## src/rtl/dtmr_pkg.sv

```systemverilog
package dtmr_pkg;
  localparam int BYTE_W = 8;
  localparam int PRE_W  = 5;
  localparam int ADDR_W = 3;
  localparam int N_CH   = 2;

  typedef enum logic [1:0] {
    MD_13B    = 2'b00,
    MD_16B    = 2'b01,
    MD_RELOAD = 2'b10,
    MD_SPLIT  = 2'b11
  } cnt_mode_e;

  typedef struct packed {
    logic      gate;
    logic      ext_src;
    cnt_mode_e mode;
  } ch_cfg_t;

  localparam logic [ADDR_W-1:0] A_MODE  = 3'd0;
  localparam logic [ADDR_W-1:0] A_CTRL  = 3'd1;
  localparam logic [ADDR_W-1:0] A_CNT0  = 3'd2;
endpackage

```

## src/rtl/dtmr_edge.sv

```systemverilog
module dtmr_edge (
  input  logic clk,
  input  logic rst_n,
  input  logic pin,
  output logic fall
);
  logic cur_q, prev_q, cur_d, prev_d;

  always_comb begin
    cur_d  = pin;
    prev_d = cur_q;
  end

  always_ff @(posedge clk or negedge rst_n) begin
    if (!rst_n) begin
      cur_q  <= 1'b0;
      prev_q <= 1'b0;
    end else begin
      cur_q  <= cur_d;
      prev_q <= prev_d;
    end
  end

  assign fall = prev_q & ~cur_q;


  fall_gap_chk: assert property (@(posedge clk) disable iff (!rst_n)
    fall |=> !fall);
endmodule

```

## src/rtl/dtmr_regs.sv

```systemverilog
module dtmr_regs
  import dtmr_pkg::*;
#(
  parameter int AW = ADDR_W,
  parameter int BW = BYTE_W,
  parameter int NC = N_CH
) (
  input  logic                  clk,
  input  logic                  rst_n,
  input  logic [AW-1:0]         bus_addr,
  input  logic                  bus_wr,
  input  logic [BW-1:0]         bus_wdata,
  output logic [BW-1:0]         bus_rdata,
  input  logic [NC-1:0]         set_tf,
  input  logic [NC-1:0]         irq_ack,
  input  logic [NC-1:0][BW-1:0] cnt_lo,
  input  logic [NC-1:0][BW-1:0] cnt_hi,
  output ch_cfg_t [NC-1:0]      cfg,
  output logic [NC-1:0]         tr,
  output logic [NC-1:0]         tf,
  output logic [NC-1:0]         wr_lo,
  output logic [NC-1:0]         wr_hi
);
  localparam int RUN_BASE = BW - 2*NC;

  logic [BW-1:0] mode_q, mode_d;
  logic [NC-1:0] tr_q, tr_d, tf_q, tf_d;
  logic          wr_mode, wr_ctrl;

  always_comb begin
    wr_mode = bus_wr && (bus_addr == A_MODE);
    wr_ctrl = bus_wr && (bus_addr == A_CTRL);
    for (int i = 0; i < NC; i++) begin
      wr_lo[i] = bus_wr && (bus_addr == AW'(A_CNT0 + 2*i));
      wr_hi[i] = bus_wr && (bus_addr == AW'(A_CNT0 + 2*i + 1));
    end
  end

  always_comb begin
    mode_d = wr_mode ? bus_wdata : mode_q;
    for (int i = 0; i < NC; i++) begin
      tr_d[i] = wr_ctrl ? bus_wdata[RUN_BASE + 2*i] : tr_q[i];
      if (set_tf[i])
        tf_d[i] = 1'b1;
      else if (irq_ack[i])
        tf_d[i] = 1'b0;
      else if (wr_ctrl)
        tf_d[i] = bus_wdata[RUN_BASE + 2*i + 1];
      else
        tf_d[i] = tf_q[i];
    end
  end

  always_ff @(posedge clk or negedge rst_n) begin
    if (!rst_n) begin
      mode_q <= '0;
      tr_q   <= '0;
      tf_q   <= '0;
    end else begin
      mode_q <= mode_d;
      tr_q   <= tr_d;
      tf_q   <= tf_d;
    end
  end

  always_comb begin
    bus_rdata = '0;
    if (bus_addr == A_MODE)
      bus_rdata = mode_q;
    else if (bus_addr == A_CTRL) begin
      for (int i = 0; i < NC; i++) begin
        bus_rdata[RUN_BASE + 2*i]     = tr_q[i];
        bus_rdata[RUN_BASE + 2*i + 1] = tf_q[i];
      end
    end else begin
      for (int i = 0; i < NC; i++) begin
        if (bus_addr == AW'(A_CNT0 + 2*i))     bus_rdata = cnt_lo[i];
        if (bus_addr == AW'(A_CNT0 + 2*i + 1)) bus_rdata = cnt_hi[i];
      end
    end
  end

  assign cfg = mode_q;
  assign tr  = tr_q;
  assign tf  = tf_q;


  mode_load_chk: assert property (@(posedge clk) disable iff (!rst_n)
    wr_mode |=> (cfg == $past(bus_wdata)));

  for (genvar gi = 0; gi < NC; gi++) begin : g_flag_chk

    flag_set_chk: assert property (@(posedge clk) disable iff (!rst_n)
      set_tf[gi] |=> tf_q[gi]);

    flag_ack_chk: assert property (@(posedge clk) disable iff (!rst_n)
      (irq_ack[gi] && !set_tf[gi]) |=> !tf_q[gi]);
  end
endmodule

```

## src/rtl/dtmr_chan.sv

```systemverilog
module dtmr_chan
  import dtmr_pkg::*;
#(
  parameter int CH = 0,
  parameter int BW = BYTE_W,
  parameter int PW = PRE_W
) (
  input  logic          clk,
  input  logic          rst_n,
  input  ch_cfg_t       cfg,
  input  logic          tr_self,
  input  logic          tr_peer,
  input  logic          tick,
  input  logic          ev_fall,
  input  logic          gate_pin,
  input  logic          wr_lo,
  input  logic          wr_hi,
  input  logic [BW-1:0] wdata,
  output logic [BW-1:0] lo_q,
  output logic [BW-1:0] hi_q,
  output logic          ovf_main,
  output logic          ovf_aux
);
  localparam bit IS_HOST = (CH == 0);

  logic [BW-1:0] lo_d, hi_d;
  logic run_ok, src_pulse, inc, hi_inc;
  logic split_host, split_idle;
  logic lo_max, hi_max, pre_max;

  assign run_ok     = tr_self & (~cfg.gate | gate_pin);
  assign src_pulse  = cfg.ext_src ? ev_fall : tick;
  assign inc        = run_ok & src_pulse;
  assign split_host = IS_HOST && (cfg.mode == MD_SPLIT);
  assign split_idle = !IS_HOST && (cfg.mode == MD_SPLIT);
  assign hi_inc     = split_host & tr_peer & tick;

  always_comb begin
    lo_d     = lo_q;
    hi_d     = hi_q;
    ovf_main = 1'b0;
    ovf_aux  = 1'b0;
    lo_max   = (lo_q == '1);
    hi_max   = (hi_q == '1);
    pre_max  = (lo_q[PW-1:0] == '1);
    if (inc && !split_idle) begin
      unique case (cfg.mode)
        MD_13B: begin
          lo_d[PW-1:0] = lo_q[PW-1:0] + 1'b1;
          if (pre_max) begin
            hi_d     = hi_q + 1'b1;
            ovf_main = hi_max;
          end
        end
        MD_16B: begin
          lo_d = lo_q + 1'b1;
          if (lo_max) begin
            hi_d     = hi_q + 1'b1;
            ovf_main = hi_max;
          end
        end
        MD_RELOAD: begin
          if (lo_max) begin
            lo_d     = hi_q;
            ovf_main = 1'b1;
          end else begin
            lo_d = lo_q + 1'b1;
          end
        end
        default: begin
          lo_d     = lo_q + 1'b1;
          ovf_main = lo_max;
        end
      endcase
    end
    if (hi_inc) begin
      hi_d    = hi_q + 1'b1;
      ovf_aux = hi_max;
    end
    if (wr_lo) lo_d = wdata;
    if (wr_hi) hi_d = wdata;
  end

  always_ff @(posedge clk or negedge rst_n) begin
    if (!rst_n) begin
      lo_q <= '0;
      hi_q <= '0;
    end else begin
      lo_q <= lo_d;
      hi_q <= hi_d;
    end
  end


  idle_hold_chk: assert property (@(posedge clk) disable iff (!rst_n)
    (!inc && !hi_inc && !wr_lo && !wr_hi) |=> ($stable(lo_q) && $stable(hi_q)));


  pre_wrap_chk: assert property (@(posedge clk) disable iff (!rst_n)
    (cfg.mode == MD_13B && inc && lo_q[PW-1:0] == '1 && !wr_lo && !wr_hi)
      |=> (lo_q[PW-1:0] == '0 && lo_q[BW-1:PW] == $past(lo_q[BW-1:PW])
           && hi_q == $past(hi_q) + 1'b1));


  full_wrap_chk: assert property (@(posedge clk) disable iff (!rst_n)
    (cfg.mode == MD_16B && inc && lo_q == '1 && hi_q == '1 && !wr_lo && !wr_hi)
      |=> (lo_q == '0 && hi_q == '0));


  reload_chk: assert property (@(posedge clk) disable iff (!rst_n)
    (cfg.mode == MD_RELOAD && inc && lo_q == '1 && !wr_lo && !wr_hi)
      |=> (lo_q == $past(hi_q) && $stable(hi_q)));

  if (IS_HOST) begin : g_host_chk

    split_hi_wrap_chk: assert property (@(posedge clk) disable iff (!rst_n)
      (split_host && hi_inc && hi_q == '1 && !wr_hi) |=> (hi_q == '0));
  end else begin : g_idle_chk

    split_hold_chk: assert property (@(posedge clk) disable iff (!rst_n)
      (split_idle && !wr_lo && !wr_hi) |=> ($stable(lo_q) && $stable(hi_q)));
  end
endmodule

```

## src/rtl/dual_tmr.sv

```systemverilog
module dual_tmr
  import dtmr_pkg::*;
#(
  parameter int RST_STAGES = 2
) (
  input  logic              clk,
  input  logic              rst_n,
  input  logic [ADDR_W-1:0] bus_addr,
  input  logic              bus_wr,
  input  logic [BYTE_W-1:0] bus_wdata,
  output logic [BYTE_W-1:0] bus_rdata,
  input  logic              tick,
  input  logic [N_CH-1:0]   ev_pin,
  input  logic [N_CH-1:0]   gate_pin,
  input  logic [N_CH-1:0]   irq_ack,
  output logic [N_CH-1:0]   irq
);
  logic [RST_STAGES-1:0]         rs_q;
  logic                          rst_int_n;
  ch_cfg_t [N_CH-1:0]            cfg;
  logic [N_CH-1:0]               tr, tf, wr_lo, wr_hi, ev_fall;
  logic [N_CH-1:0]               ovf_main, ovf_aux, set_tf;
  logic [N_CH-1:0][BYTE_W-1:0]   cnt_lo, cnt_hi;
  logic                          ch0_split;

  always_ff @(posedge clk or negedge rst_n) begin
    if (!rst_n) rs_q <= '0;
    else        rs_q <= {rs_q[RST_STAGES-2:0], 1'b1};
  end
  assign rst_int_n = rs_q[RST_STAGES-1];

  dtmr_regs u_regs (
    .clk      (clk),
    .rst_n    (rst_int_n),
    .bus_addr (bus_addr),
    .bus_wr   (bus_wr),
    .bus_wdata(bus_wdata),
    .bus_rdata(bus_rdata),
    .set_tf   (set_tf),
    .irq_ack  (irq_ack),
    .cnt_lo   (cnt_lo),
    .cnt_hi   (cnt_hi),
    .cfg      (cfg),
    .tr       (tr),
    .tf       (tf),
    .wr_lo    (wr_lo),
    .wr_hi    (wr_hi)
  );

  for (genvar gi = 0; gi < N_CH; gi++) begin : g_ch
    dtmr_edge u_edge (
      .clk  (clk),
      .rst_n(rst_int_n),
      .pin  (ev_pin[gi]),
      .fall (ev_fall[gi])
    );

    dtmr_chan #(.CH(gi)) u_chan (
      .clk     (clk),
      .rst_n   (rst_int_n),
      .cfg     (cfg[gi]),
      .tr_self (tr[gi]),
      .tr_peer (tr[(gi + 1) % N_CH]),
      .tick    (tick),
      .ev_fall (ev_fall[gi]),
      .gate_pin(gate_pin[gi]),
      .wr_lo   (wr_lo[gi]),
      .wr_hi   (wr_hi[gi]),
      .wdata   (bus_wdata),
      .lo_q    (cnt_lo[gi]),
      .hi_q    (cnt_hi[gi]),
      .ovf_main(ovf_main[gi]),
      .ovf_aux (ovf_aux[gi])
    );
  end

  assign ch0_split = (cfg[0].mode == MD_SPLIT);

  always_comb begin
    set_tf[0] = ovf_main[0];
    set_tf[1] = ch0_split ? (|ovf_aux) : ovf_main[1];
  end

  assign irq = tf;


  split_flag_chk: assert property (@(posedge rst_int_n ? clk : 1'b0) disable iff (!rst_int_n)
    (ch0_split && ovf_main[1] && !ovf_aux[0] && !irq_ack[1] && !tf[1]
     && !(bus_wr && bus_addr == A_CTRL)) |=> !irq[1]);
endmodule

```

## config.mk

```make
export PLATFORM = sky130hd
export DESIGN_NAME = dual_tmr
export DESIGN_NICKNAME = d
export VERILOG_FILES = /design/src/rtl/dtmr_pkg.sv /design/src/rtl/dtmr_edge.sv /design/src/rtl/dtmr_regs.sv /design/src/rtl/dtmr_chan.sv /design/src/rtl/dual_tmr.sv
export SDC_FILE = /design/constraint.sdc
export NUM_CORES = 1
export LEC_CHECK = 0
export BUFFER_PORTS_ARGS = -buffer_cell sky130_fd_sc_hd__clkbuf_2
export CAP_MARGIN = 20
export CORE_MARGIN = 1.5
export CORE_UTILIZATION = 40
export DETAILED_ROUTE_END_ITERATION = 12
export GPL_ROUTABILITY_DRIVEN = 1
export PLACE_DENSITY = 0.65
export SLEW_MARGIN = 5
export SYNTH_ARGS = -nofsm -noshare
export SYNTH_HDL_FRONTEND = slang
export SYNTH_SLANG_ARGS = --single-unit
```

## constraint.sdc

```tcl
create_clock -name clk -period 4.45 [get_ports clk]
set_clock_uncertainty 0.2 [all_clocks]
set_input_delay 0.445 -clock clk [delete_from_list [all_inputs] [get_ports clk]]
set_output_delay 0.445 -clock clk [all_outputs]
set_load 0.005 [all_outputs]
```

# --- Word-level counts from Yosys, hierarchy flattened ---
# Cells that the tools add are included.
# W data, S select, Z words.
word_totals:
  output_inout_bits: 10
  elab_cells: 129
  latchBits: 0
  mem_count: 0
  mem_bits_rw: 0
  register_bits: 50
  romBits: 0
classes:
  order_cmp: 0
  bitwise: 14
  n_reduce_logical: 23
  n_div: 0
  muxes: 48
  n_mul: 0
  add_sub_neg: 6
  n_eq_ne: 23
  n_shift: 0
ops:
  columns: ["cell", "n"]
  rows:
  - ["$mux W8", 20]
  - ["$add A8 B1 Y8 const B", 4]
  - ["$eq A8 B8 Y1 const B", 4]
  - ["$pmux W8 S2", 2]
  - ["$pmux W5 S2", 2]
  - ["$mux W1", 18]
  - ["$pmux W3 S2", 2]
  - ["$reduce_bool A3 Y1", 4]
  - ["$add A5 B1 Y5 const B", 2]
  - ["$eq A5 B5 Y1 const B", 2]
  - ["$and A1 B1 Y1", 8]
  - ["$eq A2 B2 Y1 const B", 4]
  - ["$mux W4", 2]
  - ["$ne A4 B1 Y1 const B", 2]
  - ["$reduce_and A4 Y1", 2]
  - ["$logic_and A1 B1 Y1", 7]
  - ["$eq A3 B2 Y1 const B", 2]
  - ["$eq A3 B3 Y1 const B", 2]
  - ["$ne A3 B1 Y1 const B", 2]
  - ["$pmux W1 S3", 2]
  - ["$reduce_bool A2 Y1", 3]
  - ["$eq A2 B1 Y1 const B", 2]
  - ["$logic_not A2 Y1", 2]
  - ["$ne A2 B1 Y1 const B", 2]
  - ["7 further kinds", 12]

# --- Longest topological paths before layout ---
depth:
  depth_word: 8
  depth_mapped: 10
  depth_no_buf: 9

# --- Hierarchy ---
# From an unflattened synthesis, not the netlist that was laid out.
hier_totals:
  hier_cells: 371
  hier_area_um2: 3592.2
modules_own_cells:
  columns: ["mod", "area_per_inst_um2", "instances", "cells_each"]
  rows:
  - ["dtmr_chan at g_ch[0].u_chan", 1272.5, 1, 139]
  - ["dtmr_chan at g_ch[1].u_chan", 1181.1, 1, 131]
  - ["dtmr_regs", 942.2, 1, 89]
  - ["dtmr_edge", 63.8, 2, 3]
  - ["dual_tmr", 68.8, 1, 6]

# --- Least setup slack after synthesis ---
# OpenSTA, ideal clock, no wires.
synth_path:
  path_type: "register -> register"
  from: "register g_ch[1].u_chan.lo_q[0]"
  to: "register g_ch[1].u_chan.hi_q[7]"
  arrival_ps: 2367
  setup_slack_ps: 1801
  required_ps: 4168
  setup_time_ps: 82
  path_stages_with_launch: 11
  synth_period_minus_slack_ps: 2649
  cell_sequence: "dfrtp_1 ha_1 nand3_4 clkinv_4 ha_1 nor2b_1 a31oi_4 or3_1 buf_2 or4_1 a31oi_1"
synth_via:
  elab_chain_cells: 3
  elab_cells_between_ends: 5
synth_lines:
  columns: ["element", "line_no", "rtl"]
  rows:
  - ["start: declaration", "dtmr_chan.sv:19", "output logic [BW-1:0] lo_q,"]
  - ["start signal: assignment", "dtmr_chan.sv:89", "lo_q <= lo_d;"]
  - ["$eq A8 B8 Y1 or $eq A5 B5 Y1 (tied branches)", "dtmr_chan.sv:43, dtmr_chan.sv:45", null]
  - ["$ne A3 B1 Y1 (no line)", null, null]
  - ["$reduce_and A4 Y1 (no line) (*)", null, null]
  - ["end signal: assignment", "dtmr_chan.sv:90", "hi_q <= hi_d;"]
  - ["end: declaration", "dtmr_chan.sv:20", "output logic [BW-1:0] hi_q,"]
# Every way passes the cells marked *; elsewhere a longest branch is shown, timed or not.
# A chain may end at the register's enable or synchronous reset.

# --- Final worst setup path ---
layout_path:
  from: "register g_ch[0].u_chan.lo_q[0]"
  to: "register g_ch[0].u_chan.hi_q[2]"
layout_via:
  elab_chain_cells: 3
  elab_cells_between_ends: 5
layout_lines:
  columns: ["element", "line_no"]
  rows:
  - ["start: declaration", "dtmr_chan.sv:19"]
  - ["start signal: assignment", "dtmr_chan.sv:89"]
  - ["$eq A8 B8 Y1 or $eq A5 B5 Y1 (tied branches)", "dtmr_chan.sv:43, dtmr_chan.sv:45"]
  - ["$ne A4 B1 Y1 (no line)", null]
  - ["$reduce_and A4 Y1 (no line) (*)", null]
  - ["end signal: assignment", "dtmr_chan.sv:90"]
  - ["end: declaration", "dtmr_chan.sv:20"]
# Marks and branches as above.

==> summary.txt <==
Clocking
  – CTS root buffer: clkbuf_8
  – Worst skew pair latency: 310 ps
  – CTS tree: yes
  – Post-CTS setup buffers: 0
  – Clk slew on worst S/H paths: 90 ps
  – H-tree depth: 2
  – Num CTS Buffers: 5
  – Worst-case clock buffer depth: 2
  – Clk sink count: 50

Yosys
  – Post-synthesis sequential area ratio: 37.2%
  – Synth warnings: 0
  – Post-synth top area share: 37.2%
  – Most frequent cell after synthesis: dfrtp_1
  – Top cells by area, synth: dfrtp_1 (37%), a21oi_1 (4.5%), nand2_1 (4.4%)
  – Cells after synthesis: 380
  – Post-synth EDFFs: 0
  – Top_reg_cell synth: dfrtp_1
  – Syn avg cell area: 8.84 um2
  – Seq cells post-synth: 50
  – Post-synth cell types: 66
  – Most frequent cells after synthesis: dfrtp_1 (50), nand2_1 (39), a21oi_1 (30)
  – Cell type with the largest total area after synthesis: dfrtp_1
  – Net Count, Synth: 407
  – Synth Cell Area: 0.00336 mm2
  – Async SR Flop Fraction: 100%

Global routing
  – First-pass GRT wire length: 15,800 um
  – Initial antenna violation count: 0
  – Tot GR Track Use: 23.5%
  – Vias in the first global route: 2,926
  – Largest net degree at the start of global routing: 49
  – Total gr overflow: 0

Critical path
  – Crit-path max cell delay: 460 ps
  – Arr. time, crit path: 2920 ps
  – CP Max Fanout: 10
  – Most used cell, CP: ha_1
  – CP Class: reg2reg
  – Crit. End Element: register
  – Critical Path RT: 4450 ps
  – Delay-heaviest family, CP: compound AO/OA/AOI/OAI gates
  – WP buf/inv: 1
  – Worst setup SP type: register
  – Crit-path slowest cell: dfrtp_1
  – Crit-path cells: ha_1 > nand3_1 > inv_1 > ha_1 > o21bai_1 > a2111o_1 > a21oi_2 > a21oi_1 > a211o_1

Timing
  – Hold Slack: -32.3 ps
  – Slew headroom: 40.5%
  – Setup TNS: 0 ps
  – Slew @ Worst Pin: 891 ps
  – RSZ-0062 raised after global routing: no
  – Slew Limit Fails: 0
  – Final setup margin: 1530 ps
  – Fmax: 342 MHz
  – Final hold violation count: 12
  – Fin crit share: 65.7%
  – Final setup fails: 0
  – Final period demand of the worst path: 2920 ps

Power and ir drop
  – Cell Pwr Density: 485 mW/mm2
  – Switching Share: 39.8%
  – Logic pwr share: 31.3%
  – Clock power share: 22.1%
  – VDD IR max: 0.000166 V
  – Sequential power share: 46.6%
  – Pint: 1.09 mW
  – Leakage: 1.51 nW
  – PnR Total Power: 1.81 mW
  – Sw Pwr: 721 uW

Run status
  – Failing checks: hold timing
  – Run status: finished, violations left

Finish
  – Share of cells above drive strength 1: 18.1%
  – Syn-to-layout area delta: 11.2%
  – Finished Layout Cells: 509
  – Fillcell total: 804
  – Antenna diodes: 0
  – Final #Nets: 430

Route
  – Final WL: 9890 um
  – DRT antenna net count: 0
  – Via/cell ratio: 6.18
  – DRT iter0 DRCs: 391
  – TritonRoute pass-1 iters: 5
  – Detailed-route DRC error count: 0
  – Routed length per instance: 19.4 um
  – Via Count: 3,145

Floorplanning
  – Initial core utilization: 41.1%
  – Boundary pin count: 31
  – Die W: 94.7 um
  – Core area: 0.00818 mm2
  – Die footprint: 0.00896 mm2
  – Die H: 94.7 um
  – Row cnt: 33

Placement
  – GPL Wtd Cong: 0.919
  – Placed Cells: 497
  – Dpl hpwl: 7120 um
  – Worst Setup Slack post-DPL: 1580 ps
  – I/O Buffers: 30

Job
  – Max_cap viols: 0

Worst hold path
  – Class of the most critical hold timing path: reg2async
sequential cells by signal, summed over array words and instances (netlist names):
name / flops
g_ch.u_chan.hi_q: 16
g_ch.u_edge.cur_q: 2
g_ch.u_edge.prev_q: 2
rs_q: 2
u_regs.cfg: 8
u_regs.tf: 2
u_regs.tr: 2
g_ch.u_chan.lo_q: 16
metal layers:
layer,global-route usage (%),up-vias,routed length (um)
li1,-,1486,-
met3,2.33,22,660
met2,35.1,127,4340
met5,0,-,0
met4,8.46,0,249
met1,35.0,1510,4640
final timing paths:
check                                                   start                            endpoint  slack (ps)  depth (start not counted)
min                                         rs_q[1]$_DFF_PN0_  g_ch[0].u_chan.hi_q[5]$_DFFE_PN0P_         -30                          0
max reg2reg                g_ch[0].u_chan.lo_q[0]$_DFFE_PN0P_  g_ch[0].u_chan.hi_q[2]$_DFFE_PN0P_        1530                          9
max                        g_ch[0].u_chan.lo_q[0]$_DFFE_PN0P_  g_ch[0].u_chan.hi_q[2]$_DFFE_PN0P_        1530                          9
min reg2reg                                 rs_q[1]$_DFF_PN0_  g_ch[0].u_chan.hi_q[5]$_DFFE_PN0P_         -30                          0
min in group clk                                    ev_pin[1]      g_ch[1].u_edge.cur_q$_DFF_PN0_          40                          1
max in group asynchronous                   rs_q[1]$_DFF_PN0_  g_ch[0].u_chan.hi_q[4]$_DFFE_PN0P_        3580                          1
logic make-up (layout without fill, tap and decap cells):
family / after synthesis / count (layout) / share of synthesized area [%]
compound gates: 124 / 124 / 25.1
flops: 50 / 50 / 37.2
simple gates: 141 / 141 / 21.5
other cells: 1 / 1 / 0.112
xor+xnor: 11 / 11 / 2.87
fa+ha+maj: 6 / 6 / 2.23
mux: 24 / 24 / 7.56
buf+inv: 23 / 47 / 3.39
power groups by stage:
stage | combinational, mW | sequential, mW | clock (mW)
after global placement | 0.537 | 0.847 | 0
after detailed placement | 0.549 | 0.851 | 0
after floorplan | 0.470 | 0.728 | 0
after CTS | 0.555 | 0.842 | 0.405
final | 0.567 | 0.845 | 0.400
after global routing | 0.641 | 0.864 | 0.423
layout make-up:
cell class	count	area, um2	area share, %
inverter	5	23.8	0.636
clock inverter	2	60.1	1.61
timing repair buffer	34	193	5.15
multi-input combinational	307	2000	53.4
clock buffer	6	82.6	2.21
sequential	50	1250	33.5
tap	105	131	3.51
what timing repair did:
action,in CTS,in global routing
hold endpoints to repair,2,0
hold buffers,1,0
resized for setup,0,0
setup endpoints to repair,0,0
worst register-to-register path, cell delays in order, from the launching register on:
cell,delay (ps)
dfrtp_1,460
ha_1,280
nand3_1,170
inv_1,210
ha_1,210
o21bai_1,70
a2111o_1,400
a21oi_2,410
a21oi_1,130
a211o_1,270
stage by stage:
step           area, um2  utilization [%]
6_report            3740             45.7
5_1_grt             3740             45.7
4_1_cts             3710             45.3
3_5_place_dp        3550             43.5
3_3_place_gp        3550             43.5
2_1_floorplan       3360                -
cells in the final DEF (no fill, tap or decap), types with 4 or more instances in the layout:
master    netlist  routed
dfrtp_1        50      49
nand2_1        39      39
clkbuf_2        0      31
a21oi_1        30      30
nor2_1         29      29
o21ai_0        26      26
nand3_1        14      14
mux2i_1        13      13
mux2_2         11      11
nand4_1        10      10
xnor2_1         9       9
nand2b_1        8       8
a21o_1          7       7
nor2b_1         6       6
a22oi_1         6       6
o31ai_1         6       6
nor3_1          6       6
a31o_2          6       6
ha_1            6       6
clkbuf_8        0       6
a31oi_1         5       5
o22ai_1         5       5
nor4_1          5       5
and3_1          5       5
a211oi_1        4       4
a222oi_1        4       4
and2_1          4       4
(Power assumes the default switching activity.)
